==> src/rtl/sectreg_pkg.sv <==
package sectreg_pkg;

  localparam int NUM_SECT = 5;

  typedef enum logic [2:0] {
    SEC_AL0  = 3'd0,
    SEC_AL1  = 3'd1,
    SEC_CTL  = 3'd2,
    SEC_CLK  = 3'd3,
    SEC_STS  = 3'd4,
    SEC_NONE = 3'd7
  } sect_e;

  // Strobes from the control module to the staging datapath
  typedef struct packed {
    logic  bufClr;
    logic  bufWr;
    logic  commit;
    sect_e sect;
  } ctlStb_t;

endpackage

==> src/rtl/sectreg_ctrl.sv <==
module sectreg_ctrl
  import sectreg_pkg::*;
#(
  parameter int ADDR_W    = 6,
  parameter int DATA_W    = 8,
  parameter int IDX_W     = 3,
  parameter int AL0_BASE  = 0,
  parameter int AL1_BASE  = 8,
  parameter int CTL_BASE  = 16,
  parameter int CLK_BASE  = 48,
  parameter int STS_BASE  = 63,
  parameter int AL_SIZE   = 8,
  parameter int CTL_SIZE  = 5,
  parameter int CLK_SIZE  = 8,
  parameter int WEL_BIT   = 1,
  parameter int RWEL_BIT  = 2
) (
  input  logic              clk,
  input  logic              rstN,
  input  logic              txnStart,
  input  logic              txnCurrent,
  input  logic [ADDR_W-1:0] txnAddr,
  input  logic              byteValid,
  input  logic              byteWrite,
  input  logic              txnStop,
  input  logic              txnAbort,
  input  logic [DATA_W-1:0] stsByte,
  output logic              byteAck,
  output logic              rdStb,
  output logic [ADDR_W-1:0] ptrOut,
  output logic [IDX_W-1:0]  bufIdx,
  output logic              welOut,
  output logic              rwelOut,
  output ctlStb_t           stb
);

  localparam int SECT_BASE [NUM_SECT] = '{AL0_BASE, AL1_BASE, CTL_BASE, CLK_BASE, STS_BASE};
  localparam int SECT_SIZE [NUM_SECT] = '{AL_SIZE, AL_SIZE, CTL_SIZE, CLK_SIZE, 1};

  function automatic sect_e sectOf(input logic [ADDR_W-1:0] a);
    sect_e s = SEC_NONE;
    for (int i = 0; i < NUM_SECT; i++) begin
      if (int'(a) >= SECT_BASE[i] && int'(a) < SECT_BASE[i] + SECT_SIZE[i]) s = sect_e'(i);
    end
    return s;
  endfunction

  function automatic logic [ADDR_W-1:0] sectBase(input sect_e s);
    logic [ADDR_W-1:0] b = '0;
    for (int i = 0; i < NUM_SECT; i++) begin
      if (s == sect_e'(i)) b = ADDR_W'(SECT_BASE[i]);
    end
    return b;
  endfunction

  logic              active, halted, wrote;
  logic              wel, rwel;
  logic [ADDR_W-1:0] ptr;
  sect_e             txnSect;
  logic [ADDR_W-1:0] startPtr;
  logic              accept, commitNow, ctlFree;

  always_comb begin
    startPtr  = txnCurrent ? ptr : txnAddr;
    ctlFree   = !txnStart && !txnStop && !txnAbort;
    accept    = active && !halted && (txnSect != SEC_NONE) && (sectOf(ptr) == txnSect);
    byteAck   = byteValid && accept && ctlFree;
    rdStb     = byteAck && !byteWrite;
    commitNow = txnStop && !txnStart && !txnAbort && active && !halted && wrote &&
                ((txnSect == SEC_STS) || (wel && rwel));
    bufIdx     = IDX_W'(ptr - sectBase(txnSect));
    stb.bufClr = txnStart || txnAbort;
    stb.bufWr  = byteAck && byteWrite;
    stb.commit = commitNow;
    stb.sect   = txnSect;
  end

  always_ff @(posedge clk) begin
    if (!rstN) begin
      active  <= 1'b0;
      halted  <= 1'b0;
      wrote   <= 1'b0;
      ptr     <= '0;
      txnSect <= SEC_NONE;
      wel     <= 1'b0;
      rwel    <= 1'b0;
    end else if (txnAbort) begin
      active <= 1'b0;
    end else if (txnStart) begin
      active  <= 1'b1;
      halted  <= 1'b0;
      wrote   <= 1'b0;
      ptr     <= startPtr;
      txnSect <= sectOf(startPtr);
    end else if (txnStop) begin
      active <= 1'b0;
      if (commitNow && txnSect == SEC_STS) begin
        if (stsByte[WEL_BIT] && !stsByte[RWEL_BIT]) begin
          wel  <= 1'b1;
          rwel <= 1'b0;
        end else if (stsByte[WEL_BIT] && stsByte[RWEL_BIT] && wel) begin
          wel  <= 1'b1;
          rwel <= 1'b1;
        end else begin
          wel  <= 1'b0;
          rwel <= 1'b0;
        end
      end
    end else if (byteValid && active) begin
      if (byteAck) begin
        ptr   <= ptr + 1'b1;
        wrote <= wrote | byteWrite;
      end else begin
        halted <= 1'b1;
      end
    end
  end

  assign ptrOut  = ptr;
  assign welOut  = wel;
  assign rwelOut = rwel;

endmodule

==> src/rtl/sectreg_dpath.sv <==
module sectreg_dpath
  import sectreg_pkg::*;
#(
  parameter int DATA_W = 8,
  parameter int DEPTH  = 8,
  parameter int IDX_W  = 3
) (
  input  logic                    clk,
  input  logic                    rstN,
  input  ctlStb_t                 stb,
  input  logic [IDX_W-1:0]        bufIdx,
  input  logic [DATA_W-1:0]       wrData,
  output logic [DATA_W-1:0]       stsByte,
  output logic                    shdWr,
  output logic [IDX_W-1:0]        shdIdx,
  output logic [DATA_W-1:0]       shdData,
  output logic                    cmtValid,
  output sect_e                   cmtSect,
  output logic [DEPTH-1:0]        cmtMask,
  output logic [DEPTH*DATA_W-1:0] cmtData
);

  logic [DATA_W-1:0]       bufData [DEPTH];
  logic [DEPTH-1:0]        bufMask;
  logic [DEPTH*DATA_W-1:0] bufFlat;

  for (genvar g = 0; g < DEPTH; g++) begin : g_flat
    assign bufFlat[g*DATA_W +: DATA_W] = bufData[g];
  end

  always_ff @(posedge clk) begin
    if (!rstN || stb.bufClr) begin
      bufMask <= '0;
      for (int i = 0; i < DEPTH; i++) bufData[i] <= '0;
    end else if (stb.bufWr) begin
      bufData[bufIdx] <= wrData;
      bufMask[bufIdx] <= 1'b1;
    end
  end

  always_ff @(posedge clk) begin
    if (!rstN) begin
      cmtValid <= 1'b0;
      cmtSect  <= SEC_NONE;
      cmtMask  <= '0;
      cmtData  <= '0;
    end else begin
      cmtValid <= stb.commit;
      if (stb.commit) begin
        cmtSect <= stb.sect;
        cmtMask <= bufMask;
        cmtData <= bufFlat;
      end
    end
  end

  assign stsByte = bufData[0];
  assign shdWr   = stb.bufWr && (stb.sect == SEC_CLK);
  assign shdIdx  = bufIdx;
  assign shdData = wrData;

endmodule

==> src/rtl/sectreg_access.sv <==
module sectreg_access
  import sectreg_pkg::*;
#(
  parameter int ADDR_W    = 6,
  parameter int DATA_W    = 8,
  parameter int BUF_DEPTH = 8,
  parameter int AL0_BASE  = 0,
  parameter int AL1_BASE  = 8,
  parameter int CTL_BASE  = 16,
  parameter int CLK_BASE  = 48,
  parameter int STS_BASE  = 63,
  parameter int AL_SIZE   = 8,
  parameter int CTL_SIZE  = 5,
  parameter int CLK_SIZE  = 8,
  parameter int WEL_BIT   = 1,
  parameter int RWEL_BIT  = 2,
  localparam int IDX_W    = $clog2(BUF_DEPTH)
) (
  input  logic                        clk,
  input  logic                        rstN,
  input  logic                        txnStart,
  input  logic                        txnCurrent,
  input  logic [ADDR_W-1:0]           txnAddr,
  input  logic                        byteValid,
  input  logic                        byteWrite,
  input  logic [DATA_W-1:0]           wrData,
  input  logic                        txnStop,
  input  logic                        txnAbort,
  output logic                        byteAck,
  output logic                        rdStb,
  output logic [ADDR_W-1:0]           rdAddr,
  output logic                        shdWr,
  output logic [IDX_W-1:0]            shdIdx,
  output logic [DATA_W-1:0]           shdData,
  output logic                        cmtValid,
  output logic [2:0]                  cmtSect,
  output logic [BUF_DEPTH-1:0]        cmtMask,
  output logic [BUF_DEPTH*DATA_W-1:0] cmtData,
  output logic                        welOut,
  output logic                        rwelOut
);

  ctlStb_t           stb;
  logic [IDX_W-1:0]  bufIdx;
  logic [DATA_W-1:0] stsByte;
  sect_e             cmtSectE;

  sectreg_ctrl #(
    .ADDR_W(ADDR_W), .DATA_W(DATA_W), .IDX_W(IDX_W),
    .AL0_BASE(AL0_BASE), .AL1_BASE(AL1_BASE), .CTL_BASE(CTL_BASE),
    .CLK_BASE(CLK_BASE), .STS_BASE(STS_BASE), .AL_SIZE(AL_SIZE),
    .CTL_SIZE(CTL_SIZE), .CLK_SIZE(CLK_SIZE),
    .WEL_BIT(WEL_BIT), .RWEL_BIT(RWEL_BIT)
  ) u_ctrl (
    .clk(clk), .rstN(rstN), .txnStart(txnStart), .txnCurrent(txnCurrent),
    .txnAddr(txnAddr), .byteValid(byteValid), .byteWrite(byteWrite),
    .txnStop(txnStop), .txnAbort(txnAbort), .stsByte(stsByte),
    .byteAck(byteAck), .rdStb(rdStb), .ptrOut(rdAddr), .bufIdx(bufIdx),
    .welOut(welOut), .rwelOut(rwelOut), .stb(stb)
  );

  sectreg_dpath #(
    .DATA_W(DATA_W), .DEPTH(BUF_DEPTH), .IDX_W(IDX_W)
  ) u_dpath (
    .clk(clk), .rstN(rstN), .stb(stb), .bufIdx(bufIdx), .wrData(wrData),
    .stsByte(stsByte), .shdWr(shdWr), .shdIdx(shdIdx), .shdData(shdData),
    .cmtValid(cmtValid), .cmtSect(cmtSectE), .cmtMask(cmtMask), .cmtData(cmtData)
  );

  assign cmtSect = cmtSectE;

endmodule

==> config.mk <==
export PLATFORM = sky130hd
export DESIGN_NAME = sectreg_access
export DESIGN_NICKNAME = d
export VERILOG_FILES = /design/src/rtl/sectreg_pkg.sv /design/src/rtl/sectreg_ctrl.sv /design/src/rtl/sectreg_dpath.sv /design/src/rtl/sectreg_access.sv
export SDC_FILE = /design/constraint.sdc
export NUM_CORES = 1
export LEC_CHECK = 0
export BUFFER_PORTS_ARGS = -buffer_cell sky130_fd_sc_hd__buf_2
export CAP_MARGIN = 0
export CELL_PAD_IN_SITES_DETAIL_PLACEMENT = 0
export CELL_PAD_IN_SITES_GLOBAL_PLACEMENT = 1
export CORE_ASPECT_RATIO = 1.1
export CORE_MARGIN = 3
export CORE_UTILIZATION = 35
export DETAILED_ROUTE_END_ITERATION = 8
export GPL_TIMING_DRIVEN = 0
export PLACE_DENSITY = 0.64
export SYNTH_ARGS = -nofsm -noshare
export SYNTH_HDL_FRONTEND = slang
export SYNTH_SLANG_ARGS = --single-unit
export TNS_END_PERCENT = 5
==> constraint.sdc <==
create_clock -name clk -period 5.95 [get_ports clk]
set_clock_uncertainty 0.1 [all_clocks]
set_input_delay 1.785 -clock clk [delete_from_list [all_inputs] [get_ports clk]]
set_output_delay 1.785 -clock clk [all_outputs]
set_load 0.005 [all_outputs]
# Word-level counts from Yosys, hierarchy flattened
# Memories as Yosys holds them, arrays and structs flattened. A register that Yosys moved wholly into a read port is not among the register bits.
# Index checks and enable logic that the tools add are counted.
[classes]
n_bitwise = 5
multipliers = 0
n_reduce_logical = 55
n_addsub = 2
mux = 41
shift = 0
div = 0
n_lt_le_gt_ge = 18
eq_ne = 7
[ops]
columns = ["cell", "count"]
rows = [
  ["3-bit 2-to-1 mux", 14],
  ["6-bit 2-to-1 mux", 5],
  ["1-bit logical AND", 29],
  ["6-bit >= comparator, second input constant", 4],
  ["6-bit by 5-bit < comparator with 1-bit output, second input constant", 4],
  ["1-bit 2-to-1 mux", 20],
  ["1-bit zero test", 14],
  ["6-bit by 4-bit >= comparator with 1-bit output, second input constant", 2],
  ["6-bit by 5-bit >= comparator with 1-bit output, second input constant", 2],
  ["6-bit by 4-bit < comparator with 1-bit output, second input constant", 2],
  ["6-bit < comparator, second input constant", 2],
  ["4-bit AND reduction", 3],
  ["8-bit 2-to-1 mux", 1],
  ["8-bit bitwise OR", 1],
  ["8-bit OR reduction", 1],
  ["6-bit by 1-bit adder with 6-bit output, second input constant", 1],
  ["3-bit by 2-bit == test with 1-bit output, second input constant", 2],
  ["2-bit nonzero test", 3],
  ["3-bit by 4-bit < comparator with 1-bit output, second input constant", 1],
  ["2-bit != test, second input constant", 2],
  ["1-bit demux with 3-bit select", 1],
  ["3-bit == test", 1],
  ["3-bit == test, second input constant", 1],
  ["3-bit by 1-bit >= comparator with 1-bit output, second input constant", 1],
  ["7 further kinds", 11],
]
[totals]
latch_bits = 0
elab_cells = 141
output_inout_bits = 98
ff_bits = 98
ramBits = 64
mem_bits_ro = 0
input_bits = 22
n_memories = 1
[mem_list]
columns = ["name", "words", "width", "read_ports", "rd_clocked_by_memory_dff", "write_ports", "line", "text"]
rows = [
  ["u_dpath.bufData", 8, 8, 8, 7, 8, "sectreg_dpath.sv:23", "logic [DATA_W-1:0] bufData [DEPTH];"],
]

# Depth between registers and ports, before layout
# Gate-level depths: netlist (run 1).
[logic_depth]
ltp_word = 16
ltp_mapped = 13
ltp_nobuf = 11

# Modules after synthesis
# From an unflattened synthesis (run 1), not the netlist that was laid out.
[hier_totals]
hier_cells = 594
area_unflattened_um2 = 6832.8
[modules_own_cells]
columns = ["mod", "seq_area_each_um2", "cells_each", "instances", "area_per_inst_um2"]
rows = [
  ["sectreg_dpath", 3603.5, 441, 1, 5677.9],
  ["sectreg_ctrl", 280.3, 153, 1, 1154.9],
]

# Least setup slack after synthesis (run 1)
# Ideal clock, no wire load.
[synth_path]
path_kind = "input -> output"
start = "in txnStart"
end = "out shdWr"
arrival_time_ns = 3.154
n_path_buf = 0
path_slack_ns = 0.911
cell_stages = 6
path_cell_list = "or3_1 a311oi_2 and2_1 nand3_2 inv_1 and3_1"
[synth_via]
elab_chain_cells = 6
[synth_rtl]
columns = ["element", "line", "text"]
rows = [
  ["from (decl)", "sectreg_access.sv:21", "input logic txnStart,"],
  ["1-bit zero test", "sectreg_ctrl.sv:65", "ctlFree = !txnStart && !txnStop && !txnAbort;"],
  ["1-bit logical AND (2 in a row)", "sectreg_ctrl.sv:65", ""],
  ["1-bit logical AND", "sectreg_ctrl.sv:67", "byteAck = byteValid && accept && ctlFree;"],
  ["named net byteAck", "sectreg_access.sv:29", "output logic byteAck,"],
  ["1-bit logical AND", "sectreg_ctrl.sv:73", "stb.bufWr = byteAck && byteWrite;"],
  ["1-bit logical AND", "sectreg_dpath.sv:58", "assign shdWr = stb.bufWr && (stb.sect == SEC_CLK);"],
  ["to (decl)", "sectreg_access.sv:32", "output logic shdWr,"],
]
# The timed path passes the listed nets, and every way through them passes these cells.

# Final worst setup path (run 1)
[layout_path]
start = "in txnStart"
end = "out shdWr"
[layout_via]
elab_chain_cells = 6
[layout_rtl]
columns = ["element", "line"]
rows = [
  ["1-bit zero test", "sectreg_ctrl.sv:65"],
  ["1-bit logical AND (2 in a row)", "sectreg_ctrl.sv:65"],
  ["1-bit logical AND", "sectreg_ctrl.sv:67"],
  ["1-bit logical AND", "sectreg_ctrl.sv:73"],
  ["1-bit logical AND", "sectreg_dpath.sv:58"],
]
# Every way passes these cells.

==> metrics.md, run 1 <==
| Metric | Value |
|---|---|
| Yosys reg bits | `162` |
| Max Transition Viols Final | `0` |
| Status | `complete, no violations` |
| GP Congestion | `0.829` |
| # clock sinks | `162` |
| Die width | `137 um` |
| GRT Total Usage | `0.184` |
| Critical path, cell by cell | `buf_2 -> or3_1 -> a311oi_2 -> and2_1 -> nand3_2 -> inv_1 -> and3_1 -> buf_2` |
| Die area | `0.0205 mm2` |
| CTS Root Cell | `clkbuf_16` |
| Count of cell types in the netlist | `59` |
| Synthesized area | `0.00658 mm2` |
| Clock latency on the worst-skew pair | `0.42 ns` |
| CP startpoint kind | `input pin` |
| R2R Setup Slk | `2.00 ns` |
| Crit path DAT | `3.64 ns` |
| Register area share after synthesis | `0.590` |
| Max Cap Viol | `0` |
| Synth-to-layout area growth | `22.0%` |
| Row count | `51` |
| First-pass GRT wire length | `28,900 um` |
| Pin count of the biggest net entering global routing | `17` |
| Top_reg_cell synth | `dfxtp_1` |
| Hpwl dp | `13,600 um` |
| Routed vias | `5,250` |
| Vias in the first global route | `5,199` |
| Post-Route Utilization | `0.445` |
| Critical Setup Path Class | `input pin to output port` |
| Metal2 WL | `9040 um` |
| Final wirelength | `18,500 um` |
| Crit path buffers/inverters | `3` |
| Leading cell type in the layout, fill and taps excluded | `nand2_1` |
| CTS tree | `built` |
| Initial core utilization | `0.365` |
| Share of cells above drive strength 1 | `0.253` |
| Peak VDD IR | `0.180 mV` |
| Synth warnings | `0` |
| Max Freq | `181 MHz` |
| Most frequent cells in the layout | `174 x nand2_1, 132 x buf_2, 98 x dfxtp_1, 81 x a21oi_1, 64 x edfxtp_1` |
| DR pass1 iterations | `5` |
| Highest routed layer | `met4` |
| DRC violation total after the first TritonRoute iteration | `248` |
| Max clock buf depth | `2` |
| TritonCTS buffer count | `17` |
| Number of diodes | `0` |
| Routed len/inst | `17.4 um` |
| Final nets | `839` |
| Worst path max stage delay | `0.42 ns` |
| Tightest Pin Transition | `1.15 ns` |
| H-tree levels | `4` |
| Post-synthesis average cell area | `9.74 um2` |
| Relative max-transition margin | `0.228` |
| Cells after Synth | `676` |
| Synth Net Count | `702` |
| Post-CTS Setup Bufs | `0` |
| IO Port Bufs | `118` |
| Number of synthesized flops with an enable pin | `64` |
| PwrDens | `293 mW/mm2` |
| M1 WL | `8190 um` |
| Endpoints failing setup | `0` |
| Crit path launch | `txnStart` |
| Leak pwr | `3.10 nW` |
| Initial antenna violation count | `0` |
| Final hold violations | `0` |
| Slowest-stage cell, CP | `or3_1` |
| Most common cell on crit path | `buf_2` |
| CORE AREA | `0.0181 mm2` |
| # IOs | `120` |
| Final setup TNS | `0 ns` |
| Min Tclk post-route | `5.52 ns` |
| ANT nets after route | `0` |
| DRC | `0` |
| Req. time, crit path | `4.07 ns` |
| Hold Path Origin | `u_dpath.cmtData[15]$_SDFFE_PN0P_` |
| Via/cell ratio | `4.93` |
| Reg-to-Reg Start | `u_ctrl.txnSect[0]$_SDFFE_PN1P_` |
| Endpoint class of the critical path | `output port` |
| RSZ-0062 raised after global routing | `false` |
| Synth async-reset ratio | `0` |
| CP top delay family | `simple AND/OR/NAND/NOR gates` |
| Aggregate global routing overflow | `0` |
| Final period utilization | `0.928` |
| Die height | `150 um` |
| Clk pin slew, worst setup/hold paths | `0.06 ns` |
| Worst min path class | `register to register` |
| Hold_buf cts | `0` |
| Post_cts resized | `0` |
| Met3 WL | `1030 um` |
| CP Max Fanout | `6` |
[worst paths after layout]
path	cells past startpoint	end
setup / recovery	8	shdWr
hold reg to reg	2	u_dpath.cmtData[15]$_SDFFE_PN0P_
setup reg to reg	11	u_dpath.bufData[0][0]$_SDFFCE_PN0P_
hold / removal	2	u_dpath.cmtData[15]$_SDFFE_PN0P_
[per-layer routing]
layer  GRT usage  vias up
met5           0        -
met4      0.0539        0
met3      0.0350       21
met2       0.305      139
met1       0.246     2497
li1            -     2593
[power breakdown]
part           switching [W]  total [W]  internal (W)
registers          0.0000121    0.00118       0.00117
logic              0.0000969   0.000137     0.0000398
clock network       0.000454    0.00104      0.000585
total               0.000562    0.00236       0.00179
[cell usage after synthesis (3+ instances only)]
cell type    n  area [um2]
buf_4       10        75.1
mux2i_1      6        60.1
or2_2        3        18.8
clkbuf_1    23        86.3
xnor2_1      3        26.3
nand2b_1     4        25.0
nand3_1      8        40.0
inv_1       11        41.3
nand2_1    174         653
ha_1         3        37.5
nor3_1      52         260
o21ai_0     11        55.1
clkinv_1     8        30.0
buf_2       14        70.1
edfxtp_1    64        1920
a211oi_1     3        22.5
dfxtp_1     98        1960
o21ai_1     12        60.1
nor2_1      13        48.8
buf_6       11         124
nand4_1      4        25.0
a21oi_1     81         405
nor3_2      16         160
[layout make-up]
class | count | area [um2]
Fill cell | 1760 | 10000
Inverter | 19 | 71.3
Tap cell | 238 | 298
Buffer | 59 | 359
Timing Repair Buffer | 118 | 591
Sequential cell | 162 | 3880
Clock inverter | 9 | 71.3
Multi-Input combinational cell | 436 | 2270
Clock buffer | 23 | 488
[flip-flops by register name, indices dropped and copies added, names as in the netlist, 3 cells and up]
name and count:
u_dpath.bufData 64, u_dpath.cmtData 64, u_dpath.bufMask 8, u_dpath.cmtMask 8, u_ctrl.ptrOut 6, u_ctrl.txnSect 3, u_dpath.cmtSect 3
[metrics by stage]
| step | cell area [um2] | total power, W | std cells | hold WS [ns] | setup WS, ns |
|---|---|---|---|---|---|
| after floorplan | 6580 | 0.00128 | 676 | 0.325 | 0.911 |
| after global placement | 7470 | 0.00134 | 1032 | 0.343 | 0.408 |
| after detailed placement | 7470 | 0.00134 | 1032 | 0.345 | 0.398 |
| after CTS | 8030 | 0.00237 | 1064 | 0.354 | 0.394 |
| after global routing | 8030 | 0.00244 | 1064 | 0.368 | 0.288 |
| final | 8030 | 0.00236 | 1064 | 0.351 | 0.427 |
[cell families after synthesis]
family / synth area share
AND/OR/NAND/NOR: 0.204
buffers and inverters: 0.0654
flip-flops: 0.590
AO/OA/AOI/OAI: 0.114
XOR/XNOR: 0.00665
multiplexers: 0.0108
adder cells (fa/ha/maj): 0.00874
[worst min-delay path: stages, from the launching register on]
cell and delay (ns):
dfxtp_1 0.30, nand2_1 0.05, a21oi_1 0.05
(Power assumes the default switching activity.)
==> inputs of run 2 (changes only) <==
--- a/config.mk
+++ b/config.mk
@@ -14,7 +14,7 @@
 export CORE_UTILIZATION = 35
 export DETAILED_ROUTE_END_ITERATION = 8
 export GPL_TIMING_DRIVEN = 0
-export PLACE_DENSITY = 0.64
+export PLACE_DENSITY_LB_ADDON = 0.3
 export SYNTH_ARGS = -nofsm -noshare
 export SYNTH_HDL_FRONTEND = slang
 export SYNTH_SLANG_ARGS = --single-unit
==> run 2 against run 1 <==
Against the previous run: via count increased by 1.4%; largest power group unchanged; power increased by 3.8%; critical path depth did not move; largest cell class unchanged; die area stayed put; sequential power is essentially flat; clock power grew 8%; cell area rose by 0.56%.
==> metrics.md, run 2 (synthesis gave the netlist of run 1 again) <==
| Metric | Value |
|---|---|
| Status | `complete, no violations` |
| Row count | `51 (unchanged)` |
| Synth-to-layout area growth | `22.7%` |
| DR pass1 iterations | `5 (unchanged)` |
| Req. time, crit path | `4.07 ns (about the same)` |
| Number of diodes | `0 (unchanged)` |
| Initial core utilization | `0.365 (unchanged)` |
| Routed len/inst | `17.4 um (-0.24%)` |
| RSZ-0062 raised after global routing | `false` |
| Worst reg-to-reg path cell count | `11 (unchanged)` |
| Int Pwr | `0.00188 W (+4.7%)` |
| Pin count of the biggest net entering global routing | `17 (unchanged)` |
| Max Cap Viol | `0 (unchanged)` |
| H-tree levels | `4 (unchanged)` |
| TritonCTS buffer count | `17 (unchanged)` |
| Most frequent cells in the layout | `174 x nand2_1, 132 x buf_2, 98 x dfxtp_1, 81 x a21oi_1, 64 x edfxtp_1` |
| Switching Power | `0.000566 W (+0.69%)` |
| Hold_buf cts | `0 (unchanged)` |
| First-pass GRT wire length | `29,000 um (+0.31%)` |
| Die area | `0.0205 mm2 (unchanged)` |
| ANT nets after route | `0 (unchanged)` |
| Final wirelength | `18,500 um (-0.24%)` |
| Initial antenna violation count | `0 (unchanged)` |
| Peak VDD IR | `0.214 mV (+19%)` |
| # clock sinks | `162 (unchanged)` |
| Sw Share | `0.232 (-0.00707)` |
| Clock latency on the worst-skew pair | `0.43 ns (about the same)` |
| Vias in the first global route | `5,316 (+2.3%)` |
| Tightest Pin Transition | `1.26 ns (+0.109 ns)` |
| Sequential power share | `0.483 (-0.018)` |
| IO Port Bufs | `118 (unchanged)` |
| GRT Total Usage | `0.186 (+0.00149)` |
| Endpoints failing setup | `0 (unchanged)` |
| Via/cell ratio | `5.00 (+1.4%)` |
| Hpwl dp | `13,600 um (about the same)` |
| Endpoint class of the critical path | `output port` |
| Combinational share of power | `0.057 (about the same)` |
| Leading cell type in the layout, fill and taps excluded | `nand2_1` |
| Min Tclk post-route | `5.52 ns (-0.000501 ns)` |
| Max Freq | `181 MHz (about the same)` |
| CTS tree | `built` |
| CTS Root Cell | `clkbuf_16` |
| Max clock buf depth | `2 (unchanged)` |
| Max Transition Viols Final | `0 (unchanged)` |
| Routed vias | `5,321 (+1.4%)` |
| Share of cells above drive strength 1 | `0.253 (unchanged)` |
| Final setup TNS | `0 ns (unchanged)` |
| GP Congestion | `0.847 (+2.2%)` |
| CP startpoint kind | `input pin` |
| PwrDens | `303 mW/mm2 (+3.2%)` |
| Critical Setup Path Class | `input pin to output port` |
| Leak pwr | `3.12 nW (+0.83%)` |
| Relative max-transition margin | `0.154 (-0.0736)` |
| Final period utilization | `0.928 (about the same)` |
| Clk pin slew, worst setup/hold paths | `0.06 ns (about the same)` |
| Hold depth | `2 (unchanged)` |
| Worst min path class | `register to register` |
| Post-CTS Setup Bufs | `0 (unchanged)` |
| DRC violation total after the first TritonRoute iteration | `357 (+44%)` |
| Post-Route Utilization | `0.447 (+0.00249)` |
| Final hold violations | `0 (unchanged)` |
| Die width | `137 um (unchanged)` |
| CORE AREA | `0.0181 mm2 (unchanged)` |
| Crit path DAT | `3.64 ns (about the same)` |
| DRC | `0 (unchanged)` |
| # IOs | `120 (unchanged)` |
| Aggregate global routing overflow | `0 (unchanged)` |
| CP Max Fanout | `6 (unchanged)` |
| Post_cts resized | `0 (unchanged)` |
| Clk pwr share | `0.460 (+0.019)` |
| Final nets | `839 (unchanged)` |
| Die height | `150 um (unchanged)` |
| R2R Setup Slk | `1.88 ns (-0.12 ns)` |
| Largest regs | `u_dpath.bufData (64), u_dpath.cmtData (64)` |
run 2: through the flow:
step	worst slack, ns	std cells	power [W]	instance area [um2]	hold slack [ns]
after global placement	0.403	1032	0.00134	7470	0.344
after floorplan	0.911	676	0.00128	6580	0.325
after detailed placement	0.417	1032	0.00134	7470	0.345
after global routing	0.275	1064	0.00252	8080	0.368
after CTS	0.412	1064	0.00246	8080	0.355
final	0.427	1064	0.00244	8080	0.353
run 2: area by class of cell:
| type | instances | area (um2) |
|---|---|---|
| plain buffers | 59 | 359 |
| clock buffers | 21 | 483 |
| clock inverters | 11 | 121 |
| fillers | 1774 | 9980 |
| inverters | 19 | 71.3 |
| multi-input cells | 436 | 2270 |
| flip-flops and latches | 162 | 3880 |
| well taps | 238 | 298 |
| repair buffers | 118 | 591 |
run 2: power groups by stage:
stage / Sequential, W / Combinational (W) / Clock [W]
2_1_floorplan: 0.00120 / 0.0000842 / 0
5_1_grt: 0.00118 / 0.000153 / 0.00119
6_report: 0.00118 / 0.000140 / 0.00112
3_3_place_gp: 0.00121 / 0.000137 / 0
3_5_place_dp: 0.00121 / 0.000139 / 0
4_1_cts: 0.00118 / 0.000139 / 0.00114
run 2: metal layers:
layer	vias up	track usage	wire length (um)	share of wire
met4	0	0.0609	292	0.016
met3	22	0.0336	890	0.048
met5	-	0	0	0
met2	148	0.314	9240	0.50
met1	2554	0.240	8050	0.44
li1	2597	-	-	-
run 2: worst max-delay path, cell delays in order:
cell	delay, ns
buf_2	0.13
or3_1	0.41
a311oi_2	0.34
and2_1	0.29
nand3_2	0.19
inv_1	0.21
and3_1	0.17
buf_2	0.10
run 2: path summary, 6_finish.rpt:
check / from / endpoint
setup / recovery: txnStart / shdWr
setup reg to reg: u_ctrl.txnSect[0]$_SDFFE_PN1P_ / u_dpath.bufData[0][2]$_SDFFCE_PN0P_
hold reg to reg: u_dpath.cmtData[58]$_SDFFE_PN0P_ / u_dpath.cmtData[58]$_SDFFE_PN0P_
hold / removal: u_dpath.cmtData[58]$_SDFFE_PN0P_ / u_dpath.cmtData[58]$_SDFFE_PN0P_
